File: src/rtl/eye_trk_pkg.sv
package eye_trk_pkg;

  typedef enum logic [2:0] {
    RD_SETUP  = 3'd0,
    RD_HOLD   = 3'd1,
    RD_FUNC   = 3'd2,
    RD_ALT    = 3'd3,
    RD_WIDTH  = 3'd4,
    RD_CENTRE = 3'd5,
    RD_VREF   = 3'd6,
    RD_SEL    = 3'd7
  } rd_sel_e;

endpackage

File: src/rtl/eye_edge_probe.sv
module eye_edge_probe #(
  parameter int CODE_W   = 6,
  parameter bit LEADING  = 1'b1,
  parameter int RST_CODE = 0
) (
  input  logic              clk,
  input  logic              rst_n,
  input  logic              upd,
  input  logic              err,
  output logic [CODE_W-1:0] code
);

  localparam logic [CODE_W-1:0] ONE = CODE_W'(1);

  logic [CODE_W-1:0] code_nxt;
  logic              go_up;

  // leading probe moves inward (up) on error, trailing probe moves inward (down)
  assign go_up = (err == LEADING);

  always_comb begin
    code_nxt = code;
    if (upd) begin
      if (go_up) code_nxt = code + ONE;
      else       code_nxt = code - ONE;
    end
  end

  always_ff @(posedge clk or negedge rst_n) begin
    if (!rst_n) code <= CODE_W'(RST_CODE);
    else if (upd) code <= code_nxt;
  end


  probe_step_chk: assert property (@(posedge clk) disable iff (!rst_n)
    upd |=> ((code == $past(code) + ONE) || (code == $past(code) - ONE)));


  probe_idle_chk: assert property (@(posedge clk) disable iff (!rst_n)
    !upd |=> $stable(code));

endmodule

File: src/rtl/eye_tap_pingpong.sv
module eye_tap_pingpong #(
  parameter int CODE_W  = 6,
  parameter int MATCH_N = 8,
  parameter int RST_TAP = 16
) (
  input  logic              clk,
  input  logic              rst_n,
  input  logic              sample_valid,
  input  logic              alt_match,
  input  logic [CODE_W-1:0] centre,
  output logic [CODE_W-1:0] tap_a,
  output logic [CODE_W-1:0] tap_b,
  output logic              sel,
  output logic [CODE_W-1:0] func_code,
  output logic [CODE_W-1:0] alt_code
);

  localparam int                CNT_W = $clog2(MATCH_N + 1);
  localparam logic [CODE_W-1:0] HALF  = CODE_W'(1 << (CODE_W - 1));
  localparam logic [CODE_W-1:0] ONE   = CODE_W'(1);
  localparam logic [CNT_W-1:0]  LAST  = CNT_W'(MATCH_N - 1);

  logic [CNT_W-1:0]  cnt, cnt_nxt;
  logic [CODE_W-1:0] diff, alt_nxt;
  logic              sel_nxt, qualify, swap;

  assign func_code = sel ? tap_b : tap_a;
  assign alt_code  = sel ? tap_a : tap_b;
  assign diff      = centre - alt_code;
  assign qualify   = alt_match && (diff == '0);
  assign swap      = sample_valid && qualify && (cnt == LAST);

  always_comb begin
    alt_nxt = alt_code;
    if (diff != '0) begin
      if (diff < HALF) alt_nxt = alt_code + ONE;
      else             alt_nxt = alt_code - ONE;
    end
  end

  always_comb begin
    cnt_nxt = cnt;
    sel_nxt = sel;
    if (sample_valid) begin
      if (!qualify)  cnt_nxt = '0;
      else if (swap) cnt_nxt = '0;
      else           cnt_nxt = cnt + CNT_W'(1);
      if (swap) sel_nxt = ~sel;
    end
  end

  always_ff @(posedge clk or negedge rst_n) begin
    if (!rst_n) begin
      tap_a <= CODE_W'(RST_TAP);
      tap_b <= CODE_W'(RST_TAP);
      sel   <= 1'b0;
      cnt   <= '0;
    end else if (sample_valid) begin
      if (sel) tap_a <= alt_nxt;
      else     tap_b <= alt_nxt;
      sel <= sel_nxt;
      cnt <= cnt_nxt;
    end
  end


  func_hold_chk: assert property (@(posedge clk) disable iff (!rst_n)
    !swap |=> $stable(func_code));


  swap_handover_chk: assert property (@(posedge clk) disable iff (!rst_n)
    swap |=> (func_code == $past(alt_code)) && (sel != $past(sel)));


  alt_step_chk: assert property (@(posedge clk) disable iff (!rst_n)
    (sample_valid && !swap) |=> ((alt_code == $past(alt_code)) ||
                                 (alt_code == $past(alt_code) + ONE) ||
                                 (alt_code == $past(alt_code) - ONE)));


  idle_freeze_chk: assert property (@(posedge clk) disable iff (!rst_n)
    !sample_valid |=> $stable(tap_a) && $stable(tap_b) && $stable(sel));

endmodule

File: src/rtl/eye_vref_trainer.sv
module eye_vref_trainer #(
  parameter int VREF_W   = 5,
  parameter int VREF_MAX = 30,
  parameter int VREF_RST = 15
) (
  input  logic              clk,
  input  logic              rst_n,
  input  logic              step,
  input  logic              up,
  output logic [VREF_W-1:0] code
);

  localparam logic [VREF_W-1:0] TOP = VREF_W'(VREF_MAX);

  logic [VREF_W-1:0] code_nxt;

  always_comb begin
    code_nxt = code;
    if (up) begin
      if (code < TOP) code_nxt = code + VREF_W'(1);
    end else begin
      if (code != '0) code_nxt = code - VREF_W'(1);
    end
  end

  always_ff @(posedge clk or negedge rst_n) begin
    if (!rst_n) code <= VREF_W'(VREF_RST);
    else if (step) code <= code_nxt;
  end


  vref_range_chk: assert property (@(posedge clk) disable iff (!rst_n)
    code <= TOP);


  vref_idle_chk: assert property (@(posedge clk) disable iff (!rst_n)
    !step |=> $stable(code));

endmodule

File: src/rtl/eye_trk_lane.sv
module eye_trk_lane
  import eye_trk_pkg::*;
#(
  parameter int CODE_W   = 6,
  parameter int MATCH_N  = 8,
  parameter int VREF_W   = 5,
  parameter int VREF_MAX = 30
) (
  input  logic              clk,
  input  logic              rst_n,
  input  logic              edge_valid,
  input  logic              setup_err,
  input  logic              hold_err,
  input  logic              sample_valid,
  input  logic              alt_match,
  input  logic              vref_step,
  input  logic              vref_up,
  input  logic [2:0]        rd_addr,
  output logic [CODE_W-1:0] setup_code,
  output logic [CODE_W-1:0] hold_code,
  output logic [CODE_W-1:0] tap_a_code,
  output logic [CODE_W-1:0] tap_b_code,
  output logic              data_sel,
  output logic [VREF_W-1:0] vref_code,
  output logic [CODE_W-1:0] eye_width,
  output logic [(CODE_W > VREF_W ? CODE_W : VREF_W)-1:0] rd_data
);

  localparam int LINE_LEN = 1 << CODE_W;
  localparam int RST_HOLD = LINE_LEN / 2;
  localparam int RST_TAP  = LINE_LEN / 4;
  localparam int VREF_RST = VREF_MAX / 2;
  localparam int RD_W     = (CODE_W > VREF_W) ? CODE_W : VREF_W;

  logic [1:0]        rst_sync;
  logic              rst_q_n;
  logic [CODE_W-1:0] centre, func_code, alt_code;

  // asynchronous assert, synchronous release
  always_ff @(posedge clk or negedge rst_n) begin
    if (!rst_n) rst_sync <= 2'b00;
    else        rst_sync <= {rst_sync[0], 1'b1};
  end
  assign rst_q_n = rst_sync[1] & rst_n;

  eye_edge_probe #(.CODE_W(CODE_W), .LEADING(1'b1), .RST_CODE(0)) u_setup (
    .clk(clk), .rst_n(rst_q_n), .upd(edge_valid), .err(setup_err), .code(setup_code)
  );

  eye_edge_probe #(.CODE_W(CODE_W), .LEADING(1'b0), .RST_CODE(RST_HOLD)) u_hold (
    .clk(clk), .rst_n(rst_q_n), .upd(edge_valid), .err(hold_err), .code(hold_code)
  );

  assign eye_width = hold_code - setup_code;
  assign centre    = setup_code + (eye_width >> 1);

  eye_tap_pingpong #(.CODE_W(CODE_W), .MATCH_N(MATCH_N), .RST_TAP(RST_TAP)) u_taps (
    .clk(clk), .rst_n(rst_q_n), .sample_valid(sample_valid), .alt_match(alt_match),
    .centre(centre), .tap_a(tap_a_code), .tap_b(tap_b_code), .sel(data_sel),
    .func_code(func_code), .alt_code(alt_code)
  );

  eye_vref_trainer #(.VREF_W(VREF_W), .VREF_MAX(VREF_MAX), .VREF_RST(VREF_RST)) u_vref (
    .clk(clk), .rst_n(rst_q_n), .step(vref_step), .up(vref_up), .code(vref_code)
  );

  always_comb begin
    case (rd_sel_e'(rd_addr))
      RD_SETUP:  rd_data = RD_W'(setup_code);
      RD_HOLD:   rd_data = RD_W'(hold_code);
      RD_FUNC:   rd_data = RD_W'(func_code);
      RD_ALT:    rd_data = RD_W'(alt_code);
      RD_WIDTH:  rd_data = RD_W'(eye_width);
      RD_CENTRE: rd_data = RD_W'(centre);
      RD_VREF:   rd_data = RD_W'(vref_code);
      default:   rd_data = RD_W'(data_sel);
    endcase
  end


  width_span_chk: assert property (@(posedge clk) disable iff (!rst_q_n)
    (edge_valid && ($past(edge_valid) || 1'b1)) |=>
      ((eye_width == $past(eye_width)) ||
       (eye_width == $past(eye_width) + CODE_W'(2)) ||
       (eye_width == $past(eye_width) - CODE_W'(2))));

endmodule

File: config.mk
export PLATFORM = sky130hd
export DESIGN_NAME = eye_trk_lane
export DESIGN_NICKNAME = d
export VERILOG_FILES = /design/src/rtl/eye_trk_pkg.sv /design/src/rtl/eye_edge_probe.sv /design/src/rtl/eye_tap_pingpong.sv /design/src/rtl/eye_vref_trainer.sv /design/src/rtl/eye_trk_lane.sv
export SDC_FILE = /design/constraint.sdc
export NUM_CORES = 1
export LEC_CHECK = 0
export BUFFER_PORTS_ARGS = -buffer_cell sky130_fd_sc_hd__buf_2
export CAP_MARGIN = 20
export CORE_ASPECT_RATIO = 1.75
export CORE_UTILIZATION = 35
export DETAILED_ROUTE_END_ITERATION = 8
export HOLD_SLACK_MARGIN = 0.08
export PLACE_DENSITY = 0.5
export RECOVER_POWER = 100
export SLEW_MARGIN = 20
export SYNTH_ARGS = -nofsm -noshare
export SYNTH_HDL_FRONTEND = slang
export SYNTH_HIERARCHICAL = 1
export SYNTH_SLANG_ARGS = --single-unit
File: constraint.sdc
create_clock -name clk -period 6.9 [get_ports clk]
set_input_delay 0.69 -clock clk [delete_from_list [all_inputs] [get_ports clk]]
set_output_delay 0.69 -clock clk [all_outputs]
set_load 0.01 [all_outputs]
* Yosys cells after proc, flatten, opt, wreduce, memory -nomap -nowiden *
Index checks and enable logic that the tools add are counted.

operators by class
  add/sub/neg operators = 12
  magnitude comparators = 2
  equality and inequality tests = 8
  multiplexer cells = 12
  bitwise gates (word level) = 2
  reductions and logical operators = 12

operator list
  operator                                                                count
  6-bit case mux with 7 select lines                                      1
  6-bit two-way mux                                                       6
  6-bit by 1-bit adder with 6-bit output (second input constant)          3
  6-bit by 1-bit subtractor with 6-bit output (second input constant)     3
  5-bit two-way mux                                                       3
  6-bit subtractor                                                        2
  3-bit equality test (second input constant)                             3
  4-bit two-way mux                                                       2
  6-bit by 5-bit adder with 6-bit output                                  1
  3-bit by 2-bit equality test with 1-bit output (second input constant)  2
  6-bit zero test                                                         1
  6-bit less-than comparator (second input constant)                      1
  2-bit AND reduction                                                     3
  6-bit nonzero test                                                      1
  5-bit by 1-bit adder with 5-bit output (second input constant)          1
  5-bit less-than comparator (second input constant)                      1
  5-bit nonzero test                                                      1
  5-bit by 1-bit subtractor with 5-bit output (second input constant)     1
  4-bit by 1-bit adder with 4-bit output (second input constant)          1
  4-bit by 3-bit equality test with 1-bit output (second input constant)  1
  3-bit by 1-bit equality test with 1-bit output (second input constant)  1
  1-bit logical AND                                                       3
  3-bit zero test                                                         1
  3-bit AND reduction                                                     1
  other kinds (4)                                                         4

word-level totals
  bits in registers = 36
  bits of input ports = 12
  output and inout bits = 42
  word-level logic and storage cells = 56

* Depth between registers and ports, before layout *
  depth in word-level cells = 9
  depth in mapped cells = 23
  depth with buffers taken out = 23

* Modules after synthesis *
Netlist, hierarchy kept.

by module, submodules not included
  module                    instances  cells an instance  area an instance (µm²)  sequential area each (µm²)
  eye_tap_pingpong          1          128                1392.6                  427.9
  eye_trk_lane              1          108                842.1                   50.0
  eye_edge_probe (u_hold)   1          44                 475.5                   151.4
  eye_edge_probe (u_setup)  1          39                 432.9                   150.1
  eye_vref_trainer          1          33                 349.1                   130.1

* Least setup slack after synthesis *
Ideal clock, no wire load.

  path kind = reg2reg
  start point = reg u_setup.code[1]
  end point = reg u_taps.tap_b[5]
  library setup time = 0.104 ns
  arrival = 5.014 ns
  data required time = 6.796 ns
  slack = 1.783 ns
  cell stages (with the launch flop) = 21
  period minus slack after synthesis = 5.117 ns
  path through = dfrtp_1 inv_1 ha_1 nor2b_1 o21ai_0 or3b_2 nor2b_1 ha_1 xnor2_1 ha_1 and3b_1 o211a_1 or3_4 and2_4 inv_2 ha_1 a21o_1 a31oi_1 o21ai_0 o311a_1 o311ai_1

on the way
  word-level cells in the longest chain between the ends = 6
  elaborated cells on any way between the ends = 7
  classes of those cells = add/sub: 3; order compare: 1; mux: 2; reduce/logical: 1

ends and longest elaborated chain
  element                                     line                    RTL
  from (decl)                                 eye_edge_probe.sv:10    output logic [CODE_W-1:0] code
  from (signal assigned)                      eye_edge_probe.sv:30    if (!rst_n) code <= CODE_W'(RST_CODE);
  from (signal assigned)                      eye_edge_probe.sv:31    else if (upd) code <= code_nxt;
  6-bit subtractor (*)                        eye_trk_lane.sv:54      assign eye_width = hold_code - setup_code;
  via eye_width[3]                            eye_trk_lane.sv:25      output logic [CODE_W-1:0] eye_width,
  6-bit by 5-bit adder with 6-bit output (*)  eye_trk_lane.sv:55      assign centre = setup_code + (eye_width >> 1);
  via centre[2]                               eye_trk_lane.sv:37      logic [CODE_W-1:0] centre, func_code, alt_code;
  6-bit subtractor (*)                        eye_tap_pingpong.sv:29  assign diff = centre - alt_code;
  6-bit less-than comparator                  eye_tap_pingpong.sv:36  if (diff < HALF) alt_nxt = alt_code + ONE;
  6-bit two-way mux                           eye_tap_pingpong.sv:36
  6-bit two-way mux (*)                       eye_tap_pingpong.sv:35  if (diff != '0) begin
  to (signal assigned)                        eye_tap_pingpong.sv:55  tap_b <= CODE_W'(RST_TAP);
  to (signal assigned)                        eye_tap_pingpong.sv:60  else tap_b <= alt_nxt;
  to (decl)                                   eye_tap_pingpong.sv:12  output logic [CODE_W-1:0] tap_b,

Mark *: on every way through the listed nets, which the timed path passes. The rest lies on a longest branch.
A chain may end at the register's enable or synchronous reset.

* Final worst setup path *
  start point = reg u_setup.code[1]
  end point = reg u_taps.tap_b[5]

on the way
  word-level cells in the longest chain between the ends = 6
  elaborated cells on any way between the ends = 7
  classes of those cells = add/sub: 3; order compare: 1; mux: 2; reduce/logical: 1

ends and longest elaborated chain
  element                                     line
  6-bit subtractor                            eye_trk_lane.sv:54
  6-bit by 5-bit adder with 6-bit output (*)  eye_trk_lane.sv:55
  via centre[3]                               eye_trk_lane.sv:37
  6-bit subtractor (*)                        eye_tap_pingpong.sv:29
  6-bit less-than comparator                  eye_tap_pingpong.sv:36
  6-bit two-way mux                           eye_tap_pingpong.sv:36
  6-bit two-way mux (*)                       eye_tap_pingpong.sv:35

Marks and branches as above.

==> results.ini <==
[route]
ant_nets = 0
detailedRoute.firstPassIterationCount = 5
num_vias = 2900
viasPerCell = 5.51
drtIter0Drc = 81
drc = 0
drt-total-wl_mm = 9.19
avgRoutedWirePerCell_um = 17.5

[synth]
yosysUniqueCellTypes = 84
synth_top_area_cell = dfrtp_1
async_flop_share = 1.00
synth_top_cell_area_share = 0.208
ys_seq_elements = 36
syn-num-nets = 402
syn-instance-count = 352
synth_enable_flop_cells = 0
synth_area_um2 = 3490
ys_warn_count = 6
yosysSeqAreaShare = 0.260
synth_area_per_cell_um2 = 9.92
synth.area.top_cells = dfrtp_1 (21%), ha_1 (11%), dfstp_2 (5.3%)
synth_ff_type = dfrtp_1

[clocking]
clockBufferDepth = 2
cts_resized = 0
cts_hold_buf = 0
cts-root-buf = clkbuf_16
post_cts_buffers = 0
cts_made_buffers = 5
path_clk_slew_ns = 0.06
clk_latency_ns = 0.29
clock_sinks = 36
h-tree-depth = 2
cts_tree = yes

[sta]
hold_viol_final = 0
fmax_mhz = 171
tns_ns = 0
period_needed_ns = 5.84
setup_viol = 0
maxSlewHeadroom = -0.311
worst_slew_pin_slew_ns = 1.97
final_max_slew_viol_count = 35
fin_skew_ns = 0.00395
holdWs_ns = 0.187
finalCritPeriodShare = 0.847
rsz0062_at_grt = false

[layout]
multi_input_area_um2 = 2340
drive_gt1_frac = 0.116
fillers = 985
layout_common_cells = clkbuf_1 (43), ha_1 (32), inv_1 (29), dfrtp_1 (29), xnor2_1 (19)
area_growth_pct = 11.7
num_antenna_cells = 0
layout.nets = 453
seqCellArea_um2 = 910
final_common_cell = clkbuf_1

[critical_path]
worst-path-buf-inv = 2
worstSetupPathType = reg -> reg
crit_required_ns = 7.07
critPathMostFrequentCell = ha_1
arrival_ns = 6.01
cp_max_fo = 8
crit_slowest_cell = dfrtp_1
crit_path_start_kind = flip-flop
end_kind = flip-flop
crit_family = compound AO/OA/AOI/OAI gates
path_cells = inv_1 > ha_1 > nor2b_1 > o21ai_0 > or3b_2 > nor2b_1 > ha_1 > a211oi_1 > nor2_1 > xor2_1 > ha_1 > o211a_1 > or3_1 > and2_0 > inv_1 > ha_1 > a21o_1 > a31oi_1 > o21ai_0 > o311a_1 > o311ai_0
crit_path_max_incr_delay_ns = 0.49

[grt]
overflow = 0
grt_pass1_vias = 3078
grtUsageMet3 = 0.0327
grt_pass1_wl_mm = 15.5
grt_usage = 0.193
met1_usage = 0.190
grt_max_degree = 35
top_usage_layer = met2
grt.met2_usage = 0.378
antenna_found_initial = 0

[place]
io_buffers = 53
place.gp.congestion = 0.931
dp_hpwl_mm = 7.42

[floorplan]
io-pin-count = 54
core_area_um2 = 9590
die-area_um2 = 10400
die_h_um = 134
start_util = 0.364
fp-row-count = 47
die_x_um = 77.5

[outcome]
violations = max-capacitance violations, max-slew violations
outcome = finished with violations

[flow_run]
cap_violations = 1

[hold_path]
hold_path.class = in -> async

[cell families after synthesis]
group	after synthesis	synth area share
other	1	0.00107
xor gates and xnor gates	26	0.0652
adders and majority gates	38	0.149
muxes	34	0.121
AOI/OAI and AO/OA	99	0.221
DFF	36	0.260
buffers and inverters	40	0.0498
and+or+nand+nor	78	0.132
[Yosys cell counts (4+ instances only)]
| cell type | n |
|---|---|
| xor2_1 | 7 |
| nor2_1 | 9 |
| mux2i_1 | 9 |
| nand3_1 | 6 |
| buf_2 | 4 |
| a21o_1 | 13 |
| a21oi_1 | 12 |
| inv_1 | 28 |
| o21a_1 | 6 |
| xnor2_1 | 19 |
| a211oi_1 | 4 |
| fa_1 | 6 |
| ha_1 | 32 |
| dfstp_2 | 7 |
| mux2_2 | 12 |
| nor3_1 | 7 |
| nand2_1 | 18 |
| mux2_1 | 6 |
| o21ai_0 | 14 |
| a31oi_1 | 5 |
| nor2b_1 | 5 |
| dfrtp_1 | 29 |
[cell type report]
class                   instances  share of cell area
flip-flops and latches         36               0.233
clock buffers                   6              0.0330
clock inverters                 2             0.00898
multi-input cells             276               0.601
well taps                     122              0.0391
repair buffers                 54              0.0558
inverters                      30              0.0289
[layer usage]
layer,vias up,routed length (um)
met1,1407,3350
met3,21,290
li1,1412,-
met4,0,343
met5,-,0
met2,60,5210
[path summary, 6_finish.rpt]
path,startpoint,endpoint,slack (ns),cells after the start
max reg2reg,u_setup/code[1],u_taps/tap_b[5],1.06,21
min in group clk,rst_sync[0],rst_sync[1],0.35,0
min reg2reg,rst_sync[0],rst_sync[1],0.35,0
min,rst_n,rst_sync[0],0.19,1
max in group asynchronous,rst_n,u_setup/code[4],4.52,3
max,u_setup/code[1],u_taps/tap_b[5],1.06,21
[sequential cells by signal, summed over array words and instances, names as in the netlist]
| register | cells |
|---|---|
| u_taps/tap_b | 6 |
| u_taps/cnt | 4 |
| u_taps/sel | 1 |
| u_setup/code | 6 |
| u_hold/code | 6 |
| rst_sync | 2 |
| u_vref/code | 5 |
| u_taps/tap_a | 6 |
[metrics by stage]
step | cells | setup slack [ns] | area, um2 | utilization
floorplan | 352 | 1.78 | 3490 | -
global placement | 518 | 1.46 | 3860 | 0.402
detailed placement | 518 | 1.34 | 3860 | 0.402
CTS | 526 | 1.32 | 4020 | 0.419
global route | 526 | 0.607 | 3900 | 0.407
finish | 526 | 1.06 | 3900 | 0.407
Power is left out: the tool's default activity adds up to more than one toggle a clock period on the data nets, which glitch-free logic cannot reach.
